[src/rtl/rbf_pkg.sv]
package rbf_pkg;

    localparam int SMP_W    = 12;
    localparam int WGT_W    = 12;
    localparam int WGT_FRAC = 11;
    localparam int RING_W   = 24;
    localparam int BB_W     = SMP_W + 1;
    localparam int PROD_W   = BB_W + WGT_W + 1;

    localparam logic signed [RING_W-1:0] RING_MAX = {1'b0, {(RING_W-1){1'b1}}};
    localparam logic signed [RING_W-1:0] RING_MIN = {1'b1, {(RING_W-1){1'b0}}};
    localparam logic signed [PROD_W-1:0] RND_HALF = PROD_W'(1 << (WGT_FRAC-1));

    typedef struct packed {
        logic signed [BB_W-1:0] re;
        logic signed [BB_W-1:0] im;
    } bb_cplx_t;

    typedef struct packed {
        logic signed [WGT_W-1:0] re;
        logic signed [WGT_W-1:0] im;
    } wgt_t;

    typedef struct packed {
        logic signed [RING_W-1:0] re;
        logic signed [RING_W-1:0] im;
    } ring_cplx_t;

    typedef enum logic [1:0] {
        REG_WGT_RE = 2'd0,
        REG_WGT_IM = 2'd1,
        REG_CTRL   = 2'd2,
        REG_ALIGN  = 2'd3
    } reg_addr_e;

    // Round half up by dropping the weight fraction bits.
    function automatic logic signed [RING_W-1:0] round_prod(input logic signed [PROD_W-1:0] p);
        logic signed [PROD_W-1:0] biased;
        logic signed [PROD_W-1:0] shifted;
        biased  = p + RND_HALF;
        shifted = biased >>> WGT_FRAC;
        return shifted[RING_W-1:0];
    endfunction

    // Add with clamping to the ring range.
    function automatic logic signed [RING_W-1:0] sat_add(input logic signed [RING_W-1:0] a,
                                                         input logic signed [RING_W-1:0] b);
        logic [RING_W:0] s;
        s = {a[RING_W-1], a} + {b[RING_W-1], b};
        if (s[RING_W] != s[RING_W-1])
            return s[RING_W] ? RING_MIN : RING_MAX;
        return s[RING_W-1:0];
    endfunction

endpackage

[src/rtl/rbf_ddc.sv]
module rbf_ddc
    import rbf_pkg::*;
(
    input  logic                    clk,
    input  logic                    rst,
    input  logic                    adc_valid,
    input  logic signed [SMP_W-1:0] adc_data,
    output logic                    pair_start,
    output bb_cplx_t                bb_data,
    output logic                    bb_valid
);
    logic [1:0]              phase;
    logic signed [SMP_W-1:0] held;
    logic signed [BB_W-1:0]  held_x;
    logic signed [BB_W-1:0]  cur_x;

    assign pair_start = adc_valid && !phase[0];
    assign held_x     = BB_W'(held);
    assign cur_x      = BB_W'(adc_data);

    always_ff @(posedge clk) begin
        if (rst) begin
            phase    <= '0;
            held     <= '0;
            bb_data  <= '0;
            bb_valid <= 1'b0;
        end else begin
            bb_valid <= 1'b0;
            if (adc_valid) begin
                phase <= phase + 2'd1;
                if (!phase[0]) begin
                    held <= adc_data;
                end else begin
                    // quarter-rate mixer folded with a two-tap decimator
                    bb_data.re <= phase[1] ? -held_x : held_x;
                    bb_data.im <= phase[1] ? cur_x : -cur_x;
                    bb_valid   <= 1'b1;
                end
            end
        end
    end
endmodule

[src/rtl/rbf_cfg.sv]
module rbf_cfg
    import rbf_pkg::*;
#(
    parameter int DLY_DEPTH = 16,
    localparam int DLY_AW   = (DLY_DEPTH > 1) ? $clog2(DLY_DEPTH) : 1
) (
    input  logic              clk,
    input  logic              rst,
    input  logic              cfg_we,
    input  logic [1:0]        cfg_addr,
    input  logic [WGT_W-1:0]  cfg_wdata,
    input  logic              pair_start,
    output wgt_t              wgt_active,
    output logic              head,
    output logic              tap_ring,
    output logic [DLY_AW-1:0] align
);
    localparam logic [WGT_W-1:0]  ALIGN_LIM  = WGT_W'(DLY_DEPTH - 1);
    localparam logic [DLY_AW-1:0] ALIGN_CLIP = DLY_AW'(DLY_DEPTH - 1);

    wgt_t wgt_stage;

    always_ff @(posedge clk) begin
        if (rst) begin
            wgt_stage  <= '0;
            wgt_active <= '0;
            head       <= 1'b0;
            tap_ring   <= 1'b0;
            align      <= '0;
        end else begin
            if (cfg_we) begin
                case (reg_addr_e'(cfg_addr))
                    REG_WGT_RE: wgt_stage.re <= cfg_wdata;
                    REG_WGT_IM: wgt_stage.im <= cfg_wdata;
                    REG_CTRL: begin
                        head     <= cfg_wdata[0];
                        tap_ring <= cfg_wdata[1];
                    end
                    REG_ALIGN:
                        align <= (cfg_wdata > ALIGN_LIM) ? ALIGN_CLIP : cfg_wdata[DLY_AW-1:0];
                    default: ;
                endcase
            end
            if (pair_start)
                wgt_active <= wgt_stage;
        end
    end
endmodule

[src/rtl/rbf_cmul.sv]
module rbf_cmul
    import rbf_pkg::*;
(
    input  logic       clk,
    input  logic       rst,
    input  bb_cplx_t   x,
    input  logic       x_valid,
    input  wgt_t       w,
    output ring_cplx_t y,
    output logic       y_valid
);
    logic signed [PROD_W-1:0] p_rr, p_ii, p_ri, p_ir;
    logic signed [PROD_W-1:0] acc_re, acc_im;

    always_comb begin
        p_rr   = PROD_W'(w.re) * PROD_W'(x.re);
        p_ii   = PROD_W'(w.im) * PROD_W'(x.im);
        p_ri   = PROD_W'(w.re) * PROD_W'(x.im);
        p_ir   = PROD_W'(w.im) * PROD_W'(x.re);
        acc_re = p_rr - p_ii;
        acc_im = p_ri + p_ir;
    end

    always_ff @(posedge clk) begin
        if (rst) begin
            y       <= '0;
            y_valid <= 1'b0;
        end else begin
            y_valid <= x_valid;
            if (x_valid) begin
                y.re <= round_prod(acc_re);
                y.im <= round_prod(acc_im);
            end
        end
    end
endmodule

[src/rtl/rbf_align.sv]
module rbf_align
    import rbf_pkg::*;
#(
    parameter int DLY_DEPTH = 16,
    localparam int DLY_AW   = (DLY_DEPTH > 1) ? $clog2(DLY_DEPTH) : 1
) (
    input  logic              clk,
    input  logic              rst,
    input  ring_cplx_t        in_data,
    input  logic              in_valid,
    input  logic [DLY_AW-1:0] align,
    output ring_cplx_t        out_data,
    output logic              out_valid
);
    ring_cplx_t line_d [DLY_DEPTH];
    logic       line_v [DLY_DEPTH];

    assign line_d[0] = in_data;
    assign line_v[0] = in_valid;

    generate
        for (genvar k = 1; k < DLY_DEPTH; k++) begin : g_tap
            always_ff @(posedge clk) begin
                if (rst) begin
                    line_v[k] <= 1'b0;
                    line_d[k] <= '0;
                end else begin
                    line_v[k] <= line_v[k-1];
                    line_d[k] <= line_d[k-1];
                end
            end
        end
    endgenerate

    assign out_data  = line_d[align];
    assign out_valid = line_v[align];
endmodule

[src/rtl/rbf_unit.sv]
module rbf_unit
    import rbf_pkg::*;
#(
    parameter int CORR_W    = 16,
    parameter int DLY_DEPTH = 16
) (
    input  logic              clk,
    input  logic              rst,
    input  logic              adc_valid,
    input  logic [SMP_W-1:0]  adc_data,
    input  logic              ring_in_valid,
    input  logic [RING_W-1:0] ring_in_re,
    input  logic [RING_W-1:0] ring_in_im,
    output logic              ring_out_valid,
    output logic [RING_W-1:0] ring_out_re,
    output logic [RING_W-1:0] ring_out_im,
    output logic              fb_valid,
    output logic [RING_W-1:0] fb_re,
    output logic [RING_W-1:0] fb_im,
    input  logic              corr_in_valid,
    input  logic [CORR_W-1:0] corr_in_data,
    output logic              corr_out_valid,
    output logic [CORR_W-1:0] corr_out_data,
    input  logic              cfg_we,
    input  logic [1:0]        cfg_addr,
    input  logic [WGT_W-1:0]  cfg_wdata
);
    localparam int RING_LAT = 2;
    localparam int DLY_AW   = (DLY_DEPTH > 1) ? $clog2(DLY_DEPTH) : 1;

    logic              pair_start;
    bb_cplx_t          bb_data;
    logic              bb_valid;
    wgt_t              wgt_active;
    logic              head, tap_ring;
    logic [DLY_AW-1:0] align;
    ring_cplx_t        prod;
    logic              prod_valid;
    ring_cplx_t        loc_al;
    logic              loc_al_valid;

    rbf_ddc u_ddc (
        .clk(clk), .rst(rst),
        .adc_valid(adc_valid), .adc_data(adc_data),
        .pair_start(pair_start), .bb_data(bb_data), .bb_valid(bb_valid)
    );

    rbf_cfg #(.DLY_DEPTH(DLY_DEPTH)) u_cfg (
        .clk(clk), .rst(rst),
        .cfg_we(cfg_we), .cfg_addr(cfg_addr), .cfg_wdata(cfg_wdata),
        .pair_start(pair_start), .wgt_active(wgt_active),
        .head(head), .tap_ring(tap_ring), .align(align)
    );

    rbf_cmul u_cmul (
        .clk(clk), .rst(rst),
        .x(bb_data), .x_valid(bb_valid), .w(wgt_active),
        .y(prod), .y_valid(prod_valid)
    );

    rbf_align #(.DLY_DEPTH(DLY_DEPTH)) u_align (
        .clk(clk), .rst(rst),
        .in_data(prod), .in_valid(prod_valid), .align(align),
        .out_data(loc_al), .out_valid(loc_al_valid)
    );

    // Stage 1: capture the partial sum and the aligned local sample.
    ring_cplx_t ring_s1, loc_s1;
    logic       ring_s1_v, loc_s1_v, head_s1;

    always_ff @(posedge clk) begin
        if (rst) begin
            ring_s1   <= '0;
            ring_s1_v <= 1'b0;
            loc_s1    <= '0;
            loc_s1_v  <= 1'b0;
            head_s1   <= 1'b0;
        end else begin
            ring_s1_v <= ring_in_valid && !head;
            ring_s1   <= (ring_in_valid && !head) ? {ring_in_re, ring_in_im} : '0;
            loc_s1_v  <= loc_al_valid;
            loc_s1    <= loc_al_valid ? loc_al : '0;
            head_s1   <= head;
        end
    end

    // Stage 2: saturating add and the filterbank source mux.
    ring_cplx_t sum_s2;
    logic       sum_s2_v;

    always_comb begin
        sum_s2.re = sat_add(ring_s1.re, loc_s1.re);
        sum_s2.im = sat_add(ring_s1.im, loc_s1.im);
        sum_s2_v  = head_s1 ? loc_s1_v : ring_s1_v;
    end

    always_ff @(posedge clk) begin
        if (rst) begin
            ring_out_valid <= 1'b0;
            ring_out_re    <= '0;
            ring_out_im    <= '0;
            fb_valid       <= 1'b0;
            fb_re          <= '0;
            fb_im          <= '0;
        end else begin
            ring_out_valid <= sum_s2_v;
            ring_out_re    <= sum_s2.re;
            ring_out_im    <= sum_s2.im;
            if (tap_ring) begin
                fb_valid <= sum_s2_v;
                fb_re    <= sum_s2.re;
                fb_im    <= sum_s2.im;
            end else begin
                fb_valid <= loc_s1_v;
                fb_re    <= loc_s1.re;
                fb_im    <= loc_s1.im;
            end
        end
    end

    // Correlator lane: matched-latency pass-through.
    generate
        for (genvar i = 0; i < RING_LAT; i++) begin : g_corr
            logic              v_q;
            logic [CORR_W-1:0] d_q;
            if (i == 0) begin : g_first
                always_ff @(posedge clk) begin
                    if (rst) begin
                        v_q <= 1'b0;
                        d_q <= '0;
                    end else begin
                        v_q <= corr_in_valid;
                        d_q <= corr_in_data;
                    end
                end
            end else begin : g_next
                always_ff @(posedge clk) begin
                    if (rst) begin
                        v_q <= 1'b0;
                        d_q <= '0;
                    end else begin
                        v_q <= g_corr[i-1].v_q;
                        d_q <= g_corr[i-1].d_q;
                    end
                end
            end
        end
    endgenerate

    assign corr_out_valid = g_corr[RING_LAT-1].v_q;
    assign corr_out_data  = g_corr[RING_LAT-1].d_q;
endmodule

[config.mk]
export PLATFORM = sky130hd
export DESIGN_NAME = rbf_unit
export DESIGN_NICKNAME = d
export VERILOG_FILES = /design/src/rtl/rbf_pkg.sv /design/src/rtl/rbf_ddc.sv /design/src/rtl/rbf_cfg.sv /design/src/rtl/rbf_cmul.sv /design/src/rtl/rbf_align.sv /design/src/rtl/rbf_unit.sv
export SDC_FILE = /design/constraint.sdc
export NUM_CORES = 2
export LEC_CHECK = 0
export ABC_CLOCK_PERIOD_IN_PS = 8250
export BUFFER_PORTS_ARGS = -buffer_cell sky130_fd_sc_hd__buf_2
export CAP_MARGIN = 10
export CORE_MARGIN = 3
export CORE_UTILIZATION = 65
export CTS_BUF_LIST = sky130_fd_sc_hd__clkbuf_8
export DETAILED_ROUTE_END_ITERATION = 10
export HOLD_SLACK_MARGIN = 0.05
export PLACE_DENSITY = 0.83
export SLEW_MARGIN = 10
export SYNTH_ARGS = -nofsm -noshare
export SYNTH_HDL_FRONTEND = slang
export SYNTH_SLANG_ARGS = --single-unit
[constraint.sdc]
create_clock -name clk -period 8.25 [get_ports clk]
set_input_delay 0.4125 -clock clk [delete_from_list [all_inputs] [get_ports clk]]
set_output_delay 0.4125 -clock clk [all_outputs]
set_load 0.05 [all_outputs]
* Word level (Yosys, flattened, before mapping) *
Index checks and enable logic that the tools add are counted.

word-level totals
  register bits = 822
  bits in latches = 0
  bits in writable memories = 0
  memory bits (read-only) = 0
  bits of input ports = 96
  output and inout port bits = 115
  logic and storage cells = 138
  memories kept = 0

operators by class
  add/sub/neg operators = 9
  multipliers = 4
  div/mod/pow operators = 0
  $lt $le $gt $ge = 2
  equal/unequal tests = 5
  shift-type cells = 0
  multiplexer cells = 22
  bitwise operators = 5
  reduce and logical (&&, ||, !) cells = 14

operators with widths
  operator                  number
  $bmux W48 S4              1
  $mux W24                  8
  $mul A12 B13 Y25          4
  $mux W48                  2
  $add A26 B12 Y26 const B  2
  $add A24 B24 Y25          2
  $add A26 B26 Y26          1
  $mux W13                  2
  $neg A12 Y13              2
  $sub A26 B26 Y26          1
  $gt A12 B4 Y1 const B     1
  $reduce_and A2 Y1         6
  $mux W1                   7
  $reduce_or A2 Y1          3
  $ge A5 B5 Y1 const B      1
  $not A4 Y5                1
  $bmux W1 S4               1
  $eq A2 B2 Y1 const B      2
  $mux W4                   1
  $not A1 Y1                4
  $add A2 B1 Y2 const B     1
  $eq A2 B1 Y1 const B      1
  $logic_and A1 B1 Y1       2
  $logic_not A1 Y1          2
  other kinds (2)           3

* Logic depth before layout (Yosys ltp) *
  depth in word-level cells = 6
  mapped depth = 32
  depth with buffers taken out = 30

* Cells and area by module *
From an unflattened synthesis, not the netlist that was laid out.

unflattened totals
  cell total of the unflattened synthesis = 6007
  area, all modules = 63622.3 um^2

modules (own cells, without submodules)
  module     instances  cells an instance  area an instance (um^2)  sequential area each (um^2)
  rbf_align  1          1964               25334.3                  14714.1
  rbf_cmul   1          2660               24956.4                  620.6
  rbf_unit   1          968                9519.1                   4624.4
  rbf_cfg    1          184                1943.1                   1081.0
  rbf_ddc    1          231                1869.3                   820.8

* Worst setup path after synthesis *
No wires, ideal clock.

  path type = register -> register
  start = register u_cfg.wgt_active[15] (netlist name)
  end = register u_cmul.y[14] (netlist name)
  setup time = 133 ps
  arrival time = 7114 ps
  data required time = 8117 ps
  slack = 1003 ps
  cell stages (with the launch flop) = 29
  path buffers = 2
  period minus slack after synthesis = 7247 ps
  cells stage by stage = dfxtp_1 -> clkbuf_1 -> clkbuf_1 -> nand2_1 -> fa_1 -> fa_1 -> fa_1 -> inv_1 -> fa_1 -> inv_1 -> fa_1 -> inv_1 -> ha_1 -> or4_1 -> o22ai_1 -> o211ai_1 -> a21oi_1 -> xnor2_1 -> ha_1 -> ha_1 -> a21oi_1 -> o2111ai_1 -> a31oi_1 -> nor2b_1 -> a41oi_1 -> a2111oi_0 -> a2111oi_0 -> xnor2_1 -> a2bb2oi_1

between the ends
  cells in the longest elaborated chain, start to end = 3

RTL lines
  item              RTL line        text
  $mul A12 B13 Y25  rbf_cmul.sv:18  p_ri = PROD_W'(w.re) * PROD_W'(x.im);
  $add A26 B26 Y26  rbf_cmul.sv:21  acc_im = p_ri + p_ir;
  $add A26 B12 Y26  rbf_pkg.sv:40   biased = p + RND_HALF;

No other way between the ends.
A chain may end at the register's enable or synchronous reset.

* Worst setup path in the final report *
  start = register u_cfg.wgt_active[17] (netlist name)
  end = register u_cmul.y[13] (netlist bit)

between the ends
  cells in the longest elaborated chain, start to end = 3

RTL lines
  item              RTL line        text
  $mul A12 B13 Y25  rbf_cmul.sv:18
  $add A26 B26 Y26  rbf_cmul.sv:21
  $add A26 B12 Y26  rbf_pkg.sv:40
  end: declaration  rbf_cmul.sv:9   output ring_cplx_t y,

No other way between the ends.

==> results.yml <==
floorplan:
  start_util: 0.661
  rows: 105
  die_w_um: 296
  fp.dieArea_um2: 87500
  core_region_area_um2: 82600
  chipHeight_um: 296
  pin_count: 211
setup_path:
  crit_type: "register to register"
  reg2reg_slack_ns: 0.40
  critPathRequiredTime_ns: 8.89
  critPathArrivalTime_ns: 8.49
  crit_fanout: 19
  r2r_start: "u_cfg.wgt_active[17]"
  rr_worst_depth: 27
  cp-start-kind: "register"
  r2r-end: "u_cmul.y[13]"
  end_kind: "register"
hold_path:
  hp-class: "primary input to register"
  hold_path_depth: 2
  min-delay-start: "rst"
  hold_end: "corr_out_data[8]"
pwr:
  vdd_drop_max_mv: 0.173
  leakagePower_nw: 28.6
  power_mw: 8.46
  powerDensity_nw_per_um2: 140
sta:
  tns_ns: 0
  period_needed_ns: 7.85
  relSlewSlack: 0.182
  setup_viol: 0
  hold_viol: 0
  fin_crit_sh: 0.952
  clock_skew_ns: 0.0422
  slew_viol_final: 0
  grt_setup_unrepaired: "no"
  fmax_mhz: 127
  worstMarginPinSlew_ns: 1.22
synthesis:
  synthSimpleGateAreaFrac: 0.164
  synthCells: 5505
  synth_seq_cells: 804
  syn_area_um2: 54600
  synth-edff-count: 0
  postSynthAreaPerCell_um2: 9.92
  synth_top_family_by_area: "adder cells"
  synthMuxAreaShare: 0.0713
  synth-compound-area-share: 0.0674
  synthesis.nets: 6551
  ys.flop_type: "dfxtp_1"
  ys_seq_area_frac: 0.295
  yosys_warnings: 0
  synthAdderAreaFrac: 0.300
  synth-xor-area-share: 0.0294
  async_flop_share: 0
  yosysUniqueCellTypes: 75
global_routing:
  grt_pass1_wl_mm: 215
  grt_overflow: 0
  grt_pass1_vias: 41500
  antenna_found_initial: 6
  groute.usage.overall: 0.309
  grt_max_degree: 219
finish:
  multiInputGateArea_um2: 34500
  final_nets: 6775
  drive_gt1_frac: 0.119
  seq_area_um2: 16100
  area_growth_pct: 10.6
  nFillCells: 5543
clock_network:
  clk_pin_slew_ns: 0.08
  numCtsBuffers: 121
  clock_latency_ns: 0.80
  cts-root-buf: "clkbuf_8"
  clk_path_buf_depth: 3
  cts.sinks: 804
  h-tree-depth: 3
  cts_tree: "built"
detailed_routing:
  via_per_inst: 5.69
  drc: 0
  postRouteAntennaNets: 0
  routed_wl_mm: 132
  drt_iter0_markers: 3179
  vias: 39300
  wl_per_cell_um: 19.2
  dr.pass1.iters: 6
placement:
  io_buffers: 210
  dp_hpwl_mm: 95.8
  gp_congestion: 0.916
flow_run:
  drv_cap: 0
outcome:
  status: "complete, no violations"
cell usage in the layout, fill, tap and decap left out, types with 51 or more instances in the layout:
cell	count
a211oi_1	67
a21oi_1	209
and2_1	270
and3_1	51
buf_2	209
buf_4	85
clkbuf_8	163
dfxtp_1	791
dlygate4sd3_1	90
fa_1	594
ha_1	356
inv_1	803
mux4_2	155
nand2_1	516
nor2_1	239
nor2b_1	508
o21ai_0	93
xnor2_1	122
xor2_1	61
power breakdown:
| group | internal (mW) | total, mW | switching, mW | leakage [nW] |
|---|---|---|---|---|
| logic | 0.269 | 0.722 | 0.454 | 20.5 |
| registers | 3.94 | 4.01 | 0.0711 | 6.51 |
| clock network | 2.10 | 3.72 | 1.63 | 1.59 |
| total | 6.31 | 8.46 | 2.15 | 28.6 |
Yosys cell counts (all sizes together) (5+ instances only):
| cell | n | area share |
|---|---|---|
| a211oi | 67 | 0.0092 |
| nand2 | 516 | 0.035 |
| xor2 | 61 | 0.0098 |
| fa | 594 | 0.22 |
| ha | 356 | 0.082 |
| a311oi | 5 | 0.00080 |
| nor2 | 240 | 0.017 |
| nand3b | 11 | 0.0015 |
| nor2b | 509 | 0.058 |
| a21o | 33 | 0.0045 |
| a2bb2oi | 6 | 0.00096 |
| a211o | 6 | 0.00096 |
| o21bai | 13 | 0.0018 |
| a2111oi | 8 | 0.0014 |
| clkbuf | 261 | 0.018 |
| xnor2 | 122 | 0.020 |
| o31ai | 9 | 0.0012 |
| nand4 | 9 | 0.0010 |
| mux2i | 40 | 0.0073 |
| and2 | 270 | 0.031 |
| o211ai | 14 | 0.0019 |
| a31o | 6 | 0.00096 |
| o211a | 6 | 0.0011 |
| mux4 | 155 | 0.064 |
| buf | 25 | 0.0023 |
| or3 | 13 | 0.0015 |
| and3 | 51 | 0.0058 |
| a21oi | 209 | 0.019 |
| o21ai | 98 | 0.0091 |
| dfxtp | 804 | 0.29 |
| nand3 | 22 | 0.0020 |
| o21a | 25 | 0.0034 |
| o22ai | 6 | 0.00069 |
| nand2b | 41 | 0.0047 |
| a31oi | 31 | 0.0043 |
| nor3b | 7 | 0.00096 |
| inv | 774 | 0.053 |
| nor3 | 27 | 0.0025 |
flip-flops by register name, summed over array words and instances (netlist names), 2 cells and up:
register	count
u_align.line_d	450
fb_im	24
corr_out_data	16
ring_s1	48
u_align.line_v	15
u_cfg.wgt_stage	24
fb_re	24
u_cmul.y	30
ring_out_im	24
u_ddc.bb_data	26
ring_out_re	24
u_cfg.wgt_active	24
u_cfg.align	4
g_corr.d_q	16
loc_s1	30
u_ddc.held	12
u_ddc.phase	2
cell type report:
cell class,count,share of cell area
multi-input cells,3639,0.571
flip-flops and latches,804,0.267
inverters,776,0.0482
repair buffers,387,0.0437
clock buffers,163,0.0371
well taps,1070,0.0222
clock inverters,65,0.0103
diodes,5,0.000207
logic make-up (layout without fill, tap and decap cells):
| family | count (synthesis) | in the layout |
|---|---|---|
| fa+ha+maj | 951 | 951 |
| buf+inv | 1062 | 1391 |
| simple gates | 1734 | 1734 |
| mux | 195 | 195 |
| flops | 804 | 804 |
| xor+xnor | 183 | 183 |
| other cells | 0 | 5 |
| compound gates | 576 | 576 |
repair_timing:
action	CTS	global route
hold buffers	90	0
setup buffers	0	0
resized for setup	0	11
endpoints found under the setup margin	0	3
hold endpoints to repair	122	0
critical path: stages, from the launching register on:
cell and delay [ns]:
dfxtp_1 0.64, buf_4 0.41, nand2_1 0.13, fa_1 0.48, fa_1 0.52, inv_1 0.06
fa_1 0.48, fa_1 0.49, inv_1 0.05, fa_1 0.50, inv_1 0.06, ha_1 0.37
and3_1 0.18, nand3_1 0.10, a21boi_0 0.25, o41ai_1 0.14, a211oi_1 0.52, a21o_1 0.22
a21oi_1 0.09, xnor2_1 0.43, ha_1 0.32, ha_1 0.36, nand2_1 0.06, a2111oi_0 0.33
a211o_1 0.17, xnor2_1 0.12, buf_4 0.15, o21ai_0 0.07
routing by layer:
layer / global-route usage / part of all wire
met1: 0.403 / 0.40
met2: 0.501 / 0.47
met3: 0.0645 / 0.079
met4: 0.142 / 0.050
met5: 0 / 0
worst max-delay path by stage:
stage,from,to,slack [ns],cells after the start
CTS,u_ddc.bb_data[3],u_cmul.y[14],0.28,27
global placement,u_ddc.bb_data[3],u_cmul.y[14],0.43,27
floorplan,u_cfg.wgt_active[15],u_cmul.y[14],1.00,28
global route,u_ddc.bb_data[6],u_cmul.y[14],0.02,27
detailed placement,u_ddc.bb_data[3],u_cmul.y[14],0.27,27
finish,u_cfg.wgt_active[17],u_cmul.y[13],0.40,27
per-stage QoR:
stage | instances | utilization | worst slack (ns) | hold WS [ns] | instance area, µm²
after floorplan | 5505 | - | 1.00 | 0.414 | 54600
after global placement | 6586 | 0.685 | 0.430 | 0.417 | 56600
after detailed placement | 6586 | 0.685 | 0.274 | 0.423 | 56600
after CTS | 6904 | 0.730 | 0.283 | 0.0610 | 60300
after global routing | 6907 | 0.731 | 0.0183 | 0.118 | 60400
final | 6909 | 0.731 | 0.399 | 0.0957 | 60400
Power figures use the tool's default switching activity.
